## src/rtl/fspm_pkg.sv

```systemverilog
package fspm_pkg;
  localparam int CTL_W = 5;
  localparam int REG_W = 8;

  typedef struct packed {
    logic clr_buf;
    logic rd_fl;
    logic pg_write;
    logic pg_erase;
    logic enable;
  } fspm_ctl_t;
endpackage

```

## src/rtl/fspm_decode.sv

```systemverilog
module fspm_decode
  import fspm_pkg::*;
(
  input  logic [CTL_W-1:0] wdata,
  output fspm_ctl_t        ctl_n,
  output logic             sel_rd
);
  always_comb begin
    ctl_n = '0;
    if (wdata[0]) begin
      ctl_n.enable = 1'b1;
      if (wdata[1])      ctl_n.pg_erase = 1'b1;
      else if (wdata[2]) ctl_n.pg_write = 1'b1;
      else if (wdata[3]) ctl_n.rd_fl    = 1'b1;
      else if (wdata[4]) ctl_n.clr_buf  = 1'b1;
    end
    sel_rd = ctl_n.rd_fl;
  end
endmodule

```

## src/rtl/fspm_window.sv

```systemverilog
module fspm_window #(
  parameter int ARM_WIN = 4,
  parameter int RD_WIN  = 3,
  parameter int WIN_W   = 3
) (
  input  logic clk,
  input  logic rst,
  input  logic load,
  input  logic sel_rd,
  input  logic run,
  output logic expire
);
  logic [WIN_W-1:0] cnt_q;

  always_ff @(posedge clk) begin
    if (rst)                     cnt_q <= '0;
    else if (load)               cnt_q <= sel_rd ? WIN_W'(RD_WIN) : WIN_W'(ARM_WIN);
    else if (run && cnt_q != '0) cnt_q <= cnt_q - 1'b1;
  end

  assign expire = run && (cnt_q == WIN_W'(1));
endmodule

```

## src/rtl/flash_selfprog_ctrl.sv

```systemverilog
module flash_selfprog_ctrl
  import fspm_pkg::*;
#(
  parameter int PAGE_W  = 11,
  parameter int ARM_WIN = 4,
  parameter int RD_WIN  = 3
) (
  input  logic              clk,
  input  logic              rst,
  input  logic              reg_we,
  input  logic [CTL_W-1:0]  reg_wdata,
  output logic [REG_W-1:0]  reg_rdata,
  input  logic              spm_stb,
  input  logic              lpm_stb,
  input  logic [PAGE_W-1:0] ptr_page,
  input  logic              ptr_lsb,
  input  logic              eng_done,
  output logic              cmd_erase,
  output logic              cmd_write,
  output logic [PAGE_W-1:0] cmd_page,
  output logic              buf_clear,
  output logic              cpu_halt,
  output logic              rd_stb,
  output logic              rd_lock
);
  localparam int WIN_MAX = (ARM_WIN > RD_WIN) ? ARM_WIN : RD_WIN;
  localparam int WIN_W   = $clog2(WIN_MAX + 1);

  fspm_ctl_t ctl_q;
  fspm_ctl_t ctl_n;
  logic      sel_rd;
  logic      busy_q;
  logic      win_load;
  logic      win_run;
  logic      expire;

  fspm_decode u_dec (
    .wdata  (reg_wdata),
    .ctl_n  (ctl_n),
    .sel_rd (sel_rd)
  );

  assign win_load = reg_we && !busy_q;
  assign win_run  = ctl_q.enable && !busy_q;

  fspm_window #(
    .ARM_WIN (ARM_WIN),
    .RD_WIN  (RD_WIN),
    .WIN_W   (WIN_W)
  ) u_win (
    .clk    (clk),
    .rst    (rst),
    .load   (win_load),
    .sel_rd (sel_rd),
    .run    (win_run),
    .expire (expire)
  );

  always_ff @(posedge clk) begin
    if (rst) begin
      ctl_q     <= '0;
      busy_q    <= 1'b0;
      cmd_erase <= 1'b0;
      cmd_write <= 1'b0;
      cmd_page  <= '0;
      buf_clear <= 1'b0;
      rd_stb    <= 1'b0;
      rd_lock   <= 1'b0;
    end else begin
      cmd_erase <= 1'b0;
      cmd_write <= 1'b0;
      buf_clear <= 1'b0;
      rd_stb    <= 1'b0;
      if (busy_q) begin
        // operation in flight: writes ignored, wait for the engine
        if (eng_done) begin
          busy_q <= 1'b0;
          ctl_q  <= '0;
        end
      end else if (reg_we) begin
        ctl_q     <= ctl_n;
        buf_clear <= ctl_n.clr_buf;
      end else if (ctl_q.enable) begin
        if ((ctl_q.pg_erase || ctl_q.pg_write) && spm_stb) begin
          busy_q    <= 1'b1;
          cmd_erase <= ctl_q.pg_erase;
          cmd_write <= ctl_q.pg_write;
          cmd_page  <= ptr_page;
        end else if (ctl_q.rd_fl && lpm_stb) begin
          rd_stb  <= 1'b1;
          rd_lock <= ptr_lsb;
          ctl_q   <= '0;
        end else if (ctl_q.clr_buf || expire) begin
          ctl_q <= '0;
        end
      end
    end
  end

  assign cpu_halt  = busy_q;
  assign reg_rdata = {{(REG_W-CTL_W){1'b0}}, ctl_q};
endmodule

```

## config.mk

```make
export PLATFORM = sky130hd
export DESIGN_NAME = flash_selfprog_ctrl
export DESIGN_NICKNAME = d
export VERILOG_FILES = /design/src/rtl/fspm_pkg.sv /design/src/rtl/fspm_decode.sv /design/src/rtl/fspm_window.sv /design/src/rtl/flash_selfprog_ctrl.sv
export SDC_FILE = /design/constraint.sdc
export NUM_CORES = 1
export LEC_CHECK = 0
export ABC_AREA = 0
export BUFFER_PORTS_ARGS = -buffer_cell sky130_fd_sc_hd__buf_4
export CAP_MARGIN = 25
export CORE_MARGIN = 2
export CORE_UTILIZATION = 34
export CTS_BUF_LIST = sky130_fd_sc_hd__clkbuf_8
export CTS_CLUSTER_DIAMETER = 120
export DETAILED_ROUTE_END_ITERATION = 10
export GPL_TIMING_DRIVEN = 0
export SLEW_MARGIN = 20
export SYNTH_ARGS = -nofsm -noshare
export SYNTH_HDL_FRONTEND = slang
export SYNTH_SLANG_ARGS = --single-unit
```

## constraint.sdc

```tcl
create_clock -name clk -period 2 [get_ports clk]
set_clock_uncertainty 0.05 [all_clocks]
set_input_delay 0.4 -clock clk [delete_from_list [all_inputs] [get_ports clk]]
set_output_delay 0.4 -clock clk [all_outputs]
set_load 0.005 [all_outputs]
```

==> impl_metrics.json <==
{
  "num-nets-final": 194,
  "synth.area.top_cells": "dfxtp_1, nand2_1, a21oi_1, ha_1, a211oi_1",
  "layout_setup_ws_ns": 0.2409,
  "syn_inst": 117,
  "final_cell_area_mm2": 0.001476,
  "fmax_mhz": 568.5,
  "detail-route-antenna-nets": 0,
  "worstSetupPathType": "reg -> reg",
  "place_ws_ns": 0.2999,
  "htree_levels": 1,
  "grt-ovfl-total": 0,
  "cts-root-buf": "clkbuf_8",
  "p_switching_mw": 0.2154,
  "place_area_mm2": 0.001428,
  "p_total_mw": 0.9243,
  "clock_power_share_pct": 32.6,
  "yosysTopAreaCellShare_pct": 47.73,
  "clkTransAtPathRegs_ns": 0.09,
  "cts.repair.resized": 0,
  "synth_edf_count": 0,
  "required_ns": 2.12,
  "yosys_warnings": 0,
  "power_frac_comb_pct": 11.8,
  "synthArstFlopShare_pct": 0,
  "routed_wl_um": 2335,
  "worstPathArrival_ns": 1.88,
  "period_share_pct": 87.96,
  "netlist_top_cells_count": "nand2_1, dfxtp_1, a21oi_1",
  "drtIter0Drc": 33,
  "wl_per_cell_um": 11.68,
  "dieHeight_um": 59.53,
  "antenna_found_initial": 0,
  "start_util_pct": 34.92,
  "num_vias": 950,
  "grt_use_total_pct": 14.29,
  "holdBufCountCts": 0,
  "hpwl_um": 1809,
  "clkSinkCount": 25,
  "min_path_type": "in -> reg",
  "grt_pass1_wl_um": 3850,
  "clkLatencyLatePin_ns": 0.27,
  "drv_slew": 0,
  "die_area_mm2": 0.003544,
  "hold_violations": 0,
  "viasPerCell": 4.750,
  "diodes": 0,
  "numPortBuffers": 44,
  "grt_max_degree": 16,
  "post_cts_buffers": 0,
  "post_route_cells_drive_above_1_share_pct": 34.73,
  "avgSynthCellArea_um2": 8.962,
  "synth.largest_area_cell": "dfxtp_1",
  "syn_area_mm2": 0.001049,
  "power.density_mw_per_mm2": 626.0,
  "rsz0062_at_grt": "no",
  "p_seq_share_pct": 55.6,
  "cts_tree": "yes",
  "row_count": 20,
  "p_leak_nw": 0.6808,
  "layout_min_cycle_time_ns": 1.759,
  "ys_ff_latch": 25,
  "area_growth_pct": 40.81,
  "synth_seq_area_share_pct": 47.73,
  "finalSetupTns_ns": 0,
  "cts_made_buffers": 3,
  "synthFlopType": "dfxtp_1",
  "status": "completed",
  "p_int_mw": 0.7089,
  "timing.hold.ws_ns": 0.3080,
  "end_kind": "flop",
  "coreArea_mm2": 0.003003,
  "swShare_pct": 23.30,
  "setup_violations": 0,
  "drt_pre_antenna_iters": 3,
  "fp.dieW_um": 59.53,
  "io_pins": 48,
  "cp-start-kind": "flop",
  "max-vdd-ir-drop_mv": 0.2793,
  "cts_buffer_depth": 2,
  "remaining_drc_errors": 0,
  "maxCapViolCount": 0,
  "place_congestion": 0.7437,
  "critPathMaxFanout": 6,
  "grt_pass1_vias": 902,
  "synthDistinctLibCells": 29,
  "synthMostInstantiatedCell": "nand2_1"
}
-- cells in the final DEF, fill, tap and decap left out, types with 2 or more instances in the layout --
cell	n
buf_4	48
nand2_1	26
dfxtp_1	25
a21oi_1	16
nor2_1	6
inv_1	5
a211oi_1	4
and3_1	3
a22o_1	3
ha_1	3
conb_1	3
clkbuf_8	3
clkbuf_1	2
nor2b_1	2
nand2b_1	2
-- layer usage --
metal	global-route usage, %	share of wire (%)	vias to the layer above
met2	25.27	48	32
li1	-	-	490
met4	5.714	1.1	0
met1	16.91	45	424
met5	0	0	-
met3	2.620	6.2	4
-- path summary, 6_finish.rpt --
path / start / end / slack [ns] / cells after the start
worst max-delay path: u_win.cnt_q[0] / u_win.cnt_q[0] / 0.24 / 7
worst min-delay path: ptr_lsb / rd_lock / 0.31 / 3
worst max register to register: u_win.cnt_q[0] / u_win.cnt_q[0] / 0.24 / 7
worst min register to register: cmd_page[0] / cmd_page[0] / 0.41 / 2
-- through the flow --
step           util [%]  cells
2_1_floorplan         -    119
3_3_place_gp      47.54    196
3_5_place_dp      47.54    196
4_1_cts           49.17    200
5_1_grt           49.17    200
6_report          49.17    200
-- logic make-up (layout without fill, tap and decap cells) --
group | count (synthesis) | count (layout) | share of synthesized area, %
buffers and inverters | 12 | 60 | 5.847
AOI/OAI and AO/OA | 28 | 28 | 16.71
adders and majority gates | 3 | 3 | 3.580
other | 1 | 3 | 0.3577
and+or+nand+nor | 47 | 47 | 24.82
muxes | 1 | 1 | 0.9547
DFF | 25 | 25 | 47.73
-- area by class of cell --
class	count	area (µm²)
fillers	298	1526
flip-flops and latches	25	500.5
multi-input cells	82	494.2
repair buffers	44	330.3
plain buffers	7	42.54
clock buffers	3	41.29
well taps	33	41.29
inverters	5	18.77
clock inverters	1	7.507
-- critical path: stages, from the launching register on --
cell	delay, ns
dfxtp_1	0.32
inv_1	0.10
ha_1	0.17
ha_1	0.14
and2b_2	0.20
o21bai_1	0.34
a211oi_1	0.08
a211oi_1	0.26
-- power groups by stage --
stage          Combinational (mW)  Clock [mW]  Sequential (mW)
2_1_floorplan              0.0529           0            0.524
3_3_place_gp                0.106           0            0.525
3_5_place_dp                0.109           0            0.525
4_1_cts                     0.110       0.317            0.514
5_1_grt                     0.122       0.342            0.515
6_report                    0.109       0.302            0.514
-- sequential cells by signal, indices dropped and copies added, names as in the netlist --
| signal | flops |
|---|---|
| cmd_page | 11 |
| cmd_write | 1 |
| rd_lock | 1 |
| cmd_erase | 1 |
| buf_clear | 1 |
| cpu_halt | 1 |
| u_win.cnt_q | 3 |
| rd_stb | 1 |
| reg_rdata | 5 |
Power figures use the tool's default switching activity.
